### config.mk
export PLATFORM = sky130hd
export DESIGN_NAME = pcu_top
export DESIGN_NICKNAME = d
export VERILOG_FILES = /design/src/rtl/pcu_pkg.sv /design/src/rtl/pcu_ctrl.sv /design/src/rtl/pcu_datapath.sv /design/src/rtl/pcu_top.sv
export SDC_FILE = /design/constraint.sdc
export NUM_CORES = 1
export LEC_CHECK = 0
export ABC_AREA = 1
export BUFFER_PORTS_ARGS = -buffer_cell sky130_fd_sc_hd__buf_2
export CELL_PAD_IN_SITES_DETAIL_PLACEMENT = 0
export CELL_PAD_IN_SITES_GLOBAL_PLACEMENT = 1
export CORE_ASPECT_RATIO = 1.5
export CORE_MARGIN = 4
export CORE_UTILIZATION = 39
export DETAILED_ROUTE_END_ITERATION = 8
export PLACE_DENSITY_LB_ADDON = 0.3
export SLEW_MARGIN = 15
export SYNTH_ARGS = -nofsm -noshare
export SYNTH_HDL_FRONTEND = slang
export SYNTH_SLANG_ARGS = --single-unit
### constraint.sdc
create_clock -name clk -period 0.95 [get_ports clk]
set_input_delay 0.19 -clock clk [delete_from_list [all_inputs] [get_ports clk]]
set_output_delay 0.19 -clock clk [all_outputs]
set_load 0.01 [all_outputs]
### src/rtl/pcu_pkg.sv
package pcu_pkg;

  localparam int MAX_FIELDS = 8;

  // Packed list of field widths, field k in byte k.
  typedef logic [MAX_FIELDS*8-1:0] fieldList_t;

  typedef enum logic [1:0] {
    OP_AND   = 2'b00,
    OP_MERGE = 2'b01,
    OP_FLIP  = 2'b10,
    OP_PASS  = 2'b11
  } pcuOp_e;

  typedef struct packed {
    logic capture;
    logic selAnd;
    logic selOr;
    logic selFlip;
    logic selPass;
  } pcuStrobe_t;

  function automatic int fieldWidth(fieldList_t fw, int idx);
    return int'(fw[idx*8 +: 8]);
  endfunction

  function automatic int fieldOffset(fieldList_t fw, int idx);
    int s;
    s = 0;
    for (int k = 0; k < MAX_FIELDS; k++)
      if (k < idx) s += fieldWidth(fw, k);
    return s;
  endfunction

  function automatic int totalWidth(fieldList_t fw, int n);
    return fieldOffset(fw, n);
  endfunction

  function automatic int maxWidth(fieldList_t fw, int n);
    int m;
    m = 1;
    for (int k = 0; k < MAX_FIELDS; k++)
      if (k < n && fieldWidth(fw, k) > m) m = fieldWidth(fw, k);
    return m;
  endfunction

  function automatic int sizeWidth(fieldList_t fw, int n);
    longint p;
    p = 1;
    for (int k = 0; k < MAX_FIELDS; k++)
      if (k < n) p = p * longint'(fieldWidth(fw, k));
    return $clog2(p + 1);
  endfunction

  function automatic int countWidth(int n);
    return (n < 1) ? 1 : $clog2(n + 1);
  endfunction

endpackage

### src/rtl/pcu_ctrl.sv
module pcu_ctrl
  import pcu_pkg::*;
(
  input  logic       clk,
  input  logic       rstN,
  input  logic       inValid,
  input  logic [1:0] inOp,
  output pcuStrobe_t strobe,
  output logic       outValid
);

  always_comb begin
    strobe = '0;
    strobe.capture = inValid;
    case (pcuOp_e'(inOp))
      OP_AND:   strobe.selAnd  = 1'b1;
      OP_MERGE: strobe.selOr   = 1'b1;
      OP_FLIP:  strobe.selFlip = 1'b1;
      default:  strobe.selPass = 1'b1;
    endcase
  end

  always_ff @(posedge clk or negedge rstN) begin
    if (!rstN) outValid <= 1'b0;
    else       outValid <= inValid;
  end

endmodule

### src/rtl/pcu_datapath.sv
module pcu_datapath
  import pcu_pkg::*;
#(
  parameter int         NUM_FIELDS = 2,
  parameter fieldList_t FIELD_W    = 64'h0000_0000_0000_0302,
  localparam int TOTAL_W = totalWidth(FIELD_W, NUM_FIELDS),
  localparam int SIZE_W  = sizeWidth(FIELD_W, NUM_FIELDS),
  localparam int DC_W    = countWidth(NUM_FIELDS)
) (
  input  logic                  clk,
  input  logic                  rstN,
  input  pcuStrobe_t            strobe,
  input  logic [TOTAL_W-1:0]    cubeA,
  input  logic [TOTAL_W-1:0]    cubeB,
  output logic [TOTAL_W-1:0]    outCube,
  output logic [NUM_FIELDS-1:0] emptyMask,
  output logic                  cubeEmpty,
  output logic                  isMinterm,
  output logic [DC_W-1:0]       dcCount,
  output logic [SIZE_W-1:0]     cubeSize,
  output logic                  mergeOk
);

  localparam int MAX_W = maxWidth(FIELD_W, NUM_FIELDS);
  localparam int CNT_W = countWidth(MAX_W);

  logic [TOTAL_W-1:0]          resNext;
  logic [NUM_FIELDS*CNT_W-1:0] fieldCntFlat;
  logic [NUM_FIELDS-1:0]       fieldEmpty;
  logic [NUM_FIELDS-1:0]       fieldFull;
  logic [NUM_FIELDS-1:0]       fieldOne;
  logic [NUM_FIELDS-1:0]       fieldDiff;
  logic [SIZE_W-1:0]           sizeNext;
  logic [DC_W-1:0]             dcNext;
  logic                        mintNext;
  logic                        mergeNext;

  // Operation select
  always_comb begin
    resNext = cubeA;
    if (strobe.selAnd)       resNext = cubeA & cubeB;
    else if (strobe.selOr)   resNext = cubeA | cubeB;
    else if (strobe.selFlip) resNext = ~cubeA;
  end

  // Per-field analysis
  for (genvar f = 0; f < NUM_FIELDS; f++) begin : gField
    localparam int OFF = fieldOffset(FIELD_W, f);
    localparam int W   = fieldWidth(FIELD_W, f);
    logic [W-1:0]     fieldRes;
    logic [CNT_W-1:0] cnt;

    assign fieldRes = resNext[OFF +: W];

    always_comb begin
      cnt = '0;
      for (int j = 0; j < W; j++) cnt = cnt + CNT_W'(fieldRes[j]);
    end

    assign fieldCntFlat[f*CNT_W +: CNT_W] = cnt;
    assign fieldEmpty[f] = (cnt == '0);
    assign fieldOne[f]   = (cnt == CNT_W'(1));
    assign fieldFull[f]  = &fieldRes;
    assign fieldDiff[f]  = (cubeA[OFF +: W] != cubeB[OFF +: W]);
  end

  // Cube-level statistics
  always_comb begin
    sizeNext = SIZE_W'(1);
    for (int i = 0; i < NUM_FIELDS; i++)
      sizeNext = SIZE_W'(sizeNext * SIZE_W'(fieldCntFlat[i*CNT_W +: CNT_W]));
    if (|fieldEmpty) sizeNext = '0;
  end

  assign dcNext    = DC_W'($countones(fieldFull));
  assign mintNext  = &fieldOne;
  assign mergeNext = ($countones(fieldDiff) == 1);

  always_ff @(posedge clk or negedge rstN) begin
    if (!rstN) begin
      outCube   <= '0;
      emptyMask <= '0;
      cubeEmpty <= 1'b0;
      isMinterm <= 1'b0;
      dcCount   <= '0;
      cubeSize  <= '0;
      mergeOk   <= 1'b0;
    end else if (strobe.capture) begin
      outCube   <= resNext;
      emptyMask <= fieldEmpty;
      cubeEmpty <= |fieldEmpty;
      isMinterm <= mintNext;
      dcCount   <= dcNext;
      cubeSize  <= sizeNext;
      mergeOk   <= mergeNext;
    end
  end

endmodule

### src/rtl/pcu_top.sv
module pcu_top
  import pcu_pkg::*;
#(
  parameter int         NUM_FIELDS = 2,
  parameter fieldList_t FIELD_W    = 64'h0000_0000_0000_0302,
  localparam int TOTAL_W = totalWidth(FIELD_W, NUM_FIELDS),
  localparam int SIZE_W  = sizeWidth(FIELD_W, NUM_FIELDS),
  localparam int DC_W    = countWidth(NUM_FIELDS)
) (
  input  logic                  clk,
  input  logic                  rstN,
  input  logic                  inValid,
  input  logic [1:0]            inOp,
  input  logic [TOTAL_W-1:0]    cubeA,
  input  logic [TOTAL_W-1:0]    cubeB,
  output logic                  outValid,
  output logic [TOTAL_W-1:0]    outCube,
  output logic [NUM_FIELDS-1:0] emptyMask,
  output logic                  cubeEmpty,
  output logic                  isMinterm,
  output logic [DC_W-1:0]       dcCount,
  output logic [SIZE_W-1:0]     cubeSize,
  output logic                  mergeOk
);

  pcuStrobe_t strobe;

  pcu_ctrl u_ctrl (
    .clk      (clk),
    .rstN     (rstN),
    .inValid  (inValid),
    .inOp     (inOp),
    .strobe   (strobe),
    .outValid (outValid)
  );

  pcu_datapath #(
    .NUM_FIELDS (NUM_FIELDS),
    .FIELD_W    (FIELD_W)
  ) u_dp (
    .clk       (clk),
    .rstN      (rstN),
    .strobe    (strobe),
    .cubeA     (cubeA),
    .cubeB     (cubeB),
    .outCube   (outCube),
    .emptyMask (emptyMask),
    .cubeEmpty (cubeEmpty),
    .isMinterm (isMinterm),
    .dcCount   (dcCount),
    .cubeSize  (cubeSize),
    .mergeOk   (mergeOk)
  );

endmodule

==> results by group, run 1 <==
Worst hold path
  • HP Class: input pin to flip-flop

Synth
  • Mean Syn Cell Area: 7.559 um2
  • Yosys top cell area share: 0.3678
  • Post-synthesis sequential area ratio: 0.3678
  • Post-synthesis cell area: 1089 um2
  • Synth Register Bits: 16
  • Post-synth EDFFs: 0
  • Syn_nets: 174
  • Synth area leaders: dfrtp_1 (37%), nand2_1 (19%), ha_1 (16%)
  • Cells after Synth: 144
  • Post-synth ARST share: 1.000
  • Ys Warns: 0
  • Yosys cell types: 20
  • Area leader, netlist: dfrtp_1
  • Most used DFF post-synth: dfrtp_1

Worst setup path
  • Critical Path End Type: flip-flop
  • Reg2reg start: u_dp.mergeOk
  • R2R Path End: u_dp.mergeOk
  • Worst EP required: 1.09 ns
  • Critical path endpoint: u_dp.cubeSize[1]
  • CP startpoint kind: input pin
  • Crit Path Max Fanout: 2
  • Worst setup path class: input pin to flip-flop
  • Worst Setup SP: cubeB[4]
  • Worst endpoint data arrival time: 1.86 ns
  • R2R setup slack: 0.10 ns
  • Worst Reg-to-Reg Cells: 4

Drt
  • Drt pass-1 iters: 2
  • Initial drt markers: 10
  • Drt wl/cell: 10.84 um
  • Antenna-violating nets left: 0
  • Final wirelength: 2721 um
  • DR DRC count: 0
  • Vias: 1120
  • Routed vias/inst: 4.462

Clocking
  • H-tree Lvls: 1
  • CTS Buffer Depth: 2
  • Clk root buf: clkbuf_8
  • Clock transition at path regs: 0.06 ns
  • CTS buffer count: 3
  • Clk Latency, worst-skew pair: 0.25 ns
  • Clock tree sinks: 16
  • CTS tree: built

Final layout
  • Antenna diodes: 0
  • Share of layout cells above drive strength 1: 0.5327
  • Layout area overhead: 78.28%
  • Commonest non-fill, non-tap cell in the layout: nand2_1
  • Number of fill cells in the layout: 215
  • Final std cells w/o fill: 251
  • Final #Nets: 245
  • Most frequent cells in the layout: nand2_1 (47), buf_4 (31), buf_2 (24)
  • Post-layout util: 0.7251

STA
  • RSZ-0062 raised after global routing: true
  • Final TNS setup: -5.134 ns
  • Max Fclk: 0.5802 GHz
  • Max Slew Vio Count: 0
  • Minimum clock period: 1.724 ns
  • Post-route clock skew: 0 ns
  • Final Cycle Share: 1.814
  • Worst setup margin: -0.7737 ns
  • Final Hold Fails: 0
  • Worst-margin pin slew: 0.3505 ns
  • Max-slew headroom: 0.7663
  • Final setup vio count: 17

Floorplan
  • Horiz. Die Dim: 51.14 um
  • Core box area: 2676 um2
  • Die Ht: 72.71 um
  • # IOs: 31
  • Initial Utilization: 0.4067
  • # rows: 23
  • Die area: 3718 um2

Power
  • LEAKAGE: 1.044 nW
  • Overall power: 2.485 mW
  • Max VDD drop: 0.7858 mV
  • Pwr/cell area: 1281 nW/um2

Global route
  • Largest net degree at the start of global routing: 17
  • Gr ovfl total: 0
  • Total Routing Usage GR: 0.1543
  • Number of global-route vias before repair: 1077
  • Initial antenna violation count: 0
  • First-pass GRT wire length: 4422 um

Run status
  • Outcome: finished, violations left
  • Failing checks: negative setup slack

Place
  • IO buf count: 30
  • DP HPWL: 2040 um
  • GPL Wtd Cong: 0.8009
  • Placed Cells incl. Taps: 230

Flow run
  • Max-Cap Viols: 0
layout make-up:
class / count / area (um2) / share of cell area
Inverter: 22 / 122.6 / 0.06319
Timing Repair Buffer: 69 / 546.8 / 0.2818
Tap cell: 37 / 46.29 / 0.02386
Sequential cell: 16 / 400.4 / 0.2063
Multi-Input combinational cell: 103 / 769.5 / 0.3965
Clock buffer: 4 / 55.05 / 0.02837
repair_timing:
action                                 in CTS  in global routing
pin swaps                                  23                 18
setup endpoints to repair                  23                 26
endpoints found under the hold margin      16                  0
hold buffers                                1                  0
setup buffers                              10                  8
gates resized for setup                    41                 17
worst min-delay path by stage:
stage / start / end / slack [ns] / cells after the start
floorplan: rstN / u_ctrl.outValid / -0.11 / 0
global placement: rstN / u_dp.emptyMask[1] / 0.11 / 1
detailed placement: rstN / u_dp.emptyMask[1] / 0.12 / 1
CTS: inValid / u_ctrl.outValid / 0.25 / 2
global route: inValid / u_ctrl.outValid / 0.28 / 2
finish: inValid / u_ctrl.outValid / 0.26 / 2
cell families (layout without fill, tap and decap cells):
family / after synthesis / count (layout) / synth area share
XOR/XNOR: 3 / 3 / 0.02414
buffers and inverters: 25 / 95 / 0.09770
AND/OR/NAND/NOR: 75 / 75 / 0.2770
adder cells (fa/ha/maj): 15 / 15 / 0.1793
flip-flops: 16 / 16 / 0.3678
AO/OA/AOI/OAI: 10 / 10 / 0.05403
report_power, final:
group          total [mW]  switching, mW  internal, mW
Clock               0.595          0.228         0.367
Combinational        1.06          0.502         0.557
Sequential          0.830         0.0482         0.782
worst max-delay path, cell delays in order:
cell	delay (ns)
buf_12	0.09
inv_12	0.03
ha_4	0.13
or2_1	0.23
a21oi_2	0.13
inv_1	0.07
fa_1	0.50
nor2_2	0.10
ha_2	0.27
nand3_2	0.07
nand2_1	0.05
sequential cells by signal (all words and copies together), names as in the netlist:
name             flops
u_dp.outCube         5
u_dp.cubeSize        3
u_dp.dcCount         2
u_dp.emptyMask       2
u_ctrl.outValid      1
u_dp.cubeEmpty       1
u_dp.isMinterm       1
u_dp.mergeOk         1
synth_stat cells (2+ instances only):
library cell	n
inv_1	20
nand3_1	6
dfrtp_1	16
ha_1	14
o21ai_0	5
or2_1	2
inv_2	2
xor2_1	3
nor2_1	9
nor2_2	2
nand2_1	55
o21ai_1	2
metrics by stage:
stage	hold WS [ns]	setup WS (ns)	instance area, um2
4_1_cts	0.2521	-0.7631	1827
3_3_place_gp	0.1068	-1.097	1551
3_5_place_dp	0.1168	-1.146	1551
5_1_grt	0.2784	-0.8704	1941
2_1_floorplan	-0.1056	-0.9090	1217
6_report	0.2597	-0.7737	1941
metal layers:
metal | track usage | up-vias | share of wire
li1 | - | 573 | -
met1 | 0.1463 | 517 | 0.33
met2 | 0.3199 | 23 | 0.61
met3 | 0.008180 | 7 | 0.033
met4 | 0.07186 | 0 | 0.024
met5 | 0 | - | 0
(Power assumes the default switching activity.)
==> run 2, diff against run 1 <==
CORE_UTILIZATION = 36   (was 39)
clock period = 1.9 ns   (was 0.95 ns; I/O delays follow)
==> run 2 against run 1 <==
The flow still finishes with violations (negative setup slack). Final area is 21% lower. Sequential power is 50% lower. Via count is 8.7% lower. Non-clock buffer count is 20 lower. Wire length is 20% lower. Register-to-register slack better by 1.2 ns. Sequential share of layout area is 5.5 points higher.
==> results by group, run 2 (same netlist as run 1, synthesis figures left out) <==
Worst setup path
  • Worst Reg-to-Reg Cells: 1 (-3)
  • R2R setup slack: 1.25 ns (+1.15 ns)
  • Worst endpoint data arrival time: 2.09 ns (+0.23 ns)
  • Critical Path End Type: flip-flop
  • Worst EP required: 2.07 ns (+0.98 ns)
  • CP startpoint kind: input pin
  • Worst setup path class: input pin to flip-flop
  • R2R Path End: u_dp.cubeEmpty
  • Reg2reg start: u_dp.cubeEmpty
  • Crit Path Max Fanout: 2 (unchanged)

Global route
  • First-pass GRT wire length: 3739 um (-15%)
  • Largest net degree at the start of global routing: 18 (+1)
  • Gr ovfl total: 0 (unchanged)
  • Total Routing Usage GR: 0.1221 (-0.03226)
  • Initial antenna violation count: 0 (unchanged)
  • Number of global-route vias before repair: 970 (-9.9%)

Final layout
  • Regs by FF count: u_dp.outCube x5, u_dp.cubeSize x3
  • Number of fill cells in the layout: 305 (+42%)
  • Reg with most FFs: u_dp.outCube
  • Antenna diodes: 0 (unchanged)
  • Most frequent cells in the layout: nand2_1 (53), buf_2 (27), buf_4 (19)
  • Final #Nets: 225 (-8.2%)
  • Design Area, Final: 1533 um2 (-21%)
  • Multi-input gate area: 625.6 um2 (-19%)
  • Commonest non-fill, non-tap cell in the layout: nand2_1
  • Layout area overhead: 40.80%
  • Storage element area: 400.4 um2 (unchanged)
  • Share of layout cells above drive strength 1: 0.3575 (-0.1752)
  • Max reg flops: 5 (unchanged)

Clocking
  • Clk Latency, worst-skew pair: 0.24 ns (about the same)
  • Hold_buf cts: 0 (-1)
  • CTS Buffer Depth: 2 (unchanged)
  • H-tree Lvls: 1 (unchanged)
  • Clock transition at path regs: 0.05 ns (about the same)
  • Clock tree sinks: 16 (unchanged)
  • Clk root buf: clkbuf_8
  • CTS buffer count: 3 (unchanged)
  • CTS tree: built

Drt
  • Initial drt markers: 15 (+5)
  • Drt pass-1 iters: 4 (+2)
  • Antenna-violating nets left: 0 (unchanged)
  • DR DRC count: 0 (unchanged)
  • Drt wl/cell: 9.384 um (-13%)
  • Routed vias/inst: 4.409 (-1.2%)
  • Final wirelength: 2177 um (-20%)
  • Vias: 1023 (-8.7%)

STA
  • RSZ-0062 raised after global routing: true
  • Max-slew headroom: 0.7741 (+0.007760)
  • Post-route clock skew: 0 ns (unchanged)
  • Minimum clock period: 1.919 ns
  • Max Fclk: 0.5212 GHz
  • Max Slew Vio Count: 0 (unchanged)
  • Final Cycle Share: 1.010
  • Worst-margin pin slew: 0.3389 ns (-0.01164 ns)
  • Final Hold Fails: 0 (unchanged)
  • Worst setup margin: -0.01872 ns (+0.7549 ns)
  • Final setup vio count: 1 (-16)

Floorplan
  • Horiz. Die Dim: 52.90 um (+3.4%)
  • Die area: 3985 um2 (+7.2%)
  • Initial Utilization: 0.3737 (-0.03302)
  • Die Ht: 75.35 um (+3.6%)
  • # IOs: 31 (unchanged)
  • # rows: 24 (+4.3%)
  • Core box area: 2913 um2 (+8.8%)

Run status
  • Failing checks: negative setup slack
  • Outcome: finished, violations left

Power
  • LEAKAGE: 0.8899 nW (-15%)
  • Max VDD drop: 0.2958 mV (-62%)
  • Pwr/cell area: 664.1 nW/um2 (-48%)

Place
  • GPL Wtd Cong: 0.8298 (+3.6%)
  • DP HPWL: 1850 um (-9.3%)
  • DP Worst Slack: -0.4116 ns (+0.7348 ns)
  • Placed Area: 1414 um2 (-8.9%)
  • IO buf count: 30 (unchanged)

Flow run
  • Max-Cap Viols: 0 (unchanged)

Worst hold path
  • HP Class: input pin to async pin
## run 2: cell count changes in the layout (fill, tap and decap cells not counted), sizes merged
| cell | before | now |
|---|---|---|
| buf | 68 | 48 |
| dlygate4sd3 | 1 | 0 |
## run 2: worst max path at each step
stage	slack, ns	startpoint	depth (start not counted)	to
2_1_floorplan	-0.15	cubeB[4]	10	u_dp.cubeSize[1]
3_3_place_gp	-0.35	cubeB[4]	11	u_dp.cubeSize[1]
3_5_place_dp	-0.41	cubeB[4]	11	u_dp.cubeSize[1]
4_1_cts	-0.02	cubeB[4]	11	u_dp.cubeSize[2]
5_1_grt	-0.1	cubeB[4]	11	u_dp.cubeSize[2]
6_report	-0.02	cubeB[4]	11	u_dp.cubeSize[2]
## run 2: layout make-up
| type | count | area share |
|---|---|---|
| multi-input cells | 103 | 0.4082 |
| flip-flops and latches | 16 | 0.2612 |
| repair buffers | 49 | 0.2065 |
| inverters | 22 | 0.06531 |
| well taps | 39 | 0.03184 |
| clock buffers | 3 | 0.02694 |
## run 2: layer usage
| layer | vias to the layer above | global-route usage | routed length (um) |
|---|---|---|---|
| met1 | 462 | 0.1301 | 826 |
| li1 | 533 | - | - |
| met4 | 0 | 0.05114 | 41 |
| met2 | 24 | 0.2376 | 1202 |
| met3 | 4 | 0.01174 | 107 |
| met5 | - | 0 | 0 |
## run 2: per-stage QoR
stage / instances / hold slack [ns] / total power [mW] / setup TNS [ns] / util
2_1_floorplan: 144 / 0.08441 / 0.6049 / -0.2864 / -
6_report: 232 / 0.03139 / 1.018 / -0.01872 / 0.5262
5_1_grt: 232 / 0.07338 / 1.093 / -0.2132 / 0.5262
4_1_cts: 231 / 0.04515 / 1.010 / -0.03890 / 0.5159
3_5_place_dp: 225 / 0.3050 / 0.7567 / -2.126 / 0.4854
3_3_place_gp: 225 / 0.2972 / 0.7458 / -1.789 / 0.4854
## run 2: worst max-delay path, stage by stage
cell and delay [ns]:
buf_12 0.09, inv_12 0.03, ha_4 0.13, or2_1 0.21
a21oi_2 0.14, inv_1 0.08, fa_2 0.58, nor2_2 0.05
ha_4 0.15, xor2_1 0.15, o21ai_1 0.11
## run 2: power by group
group	internal (mW)	leakage [nW]	total (mW)	switching (mW)
clock	0.140	0.0216	0.240	0.0994
sequential	0.391	0.202	0.415	0.0241
combinational	0.170	0.667	0.363	0.193
## run 2: what timing repair did
item                       in CTS  in global routing
setup endpoints to repair       6                  6
pin swaps                       7                  7
setup buffers                   3                  1
gates resized for setup         7                 10
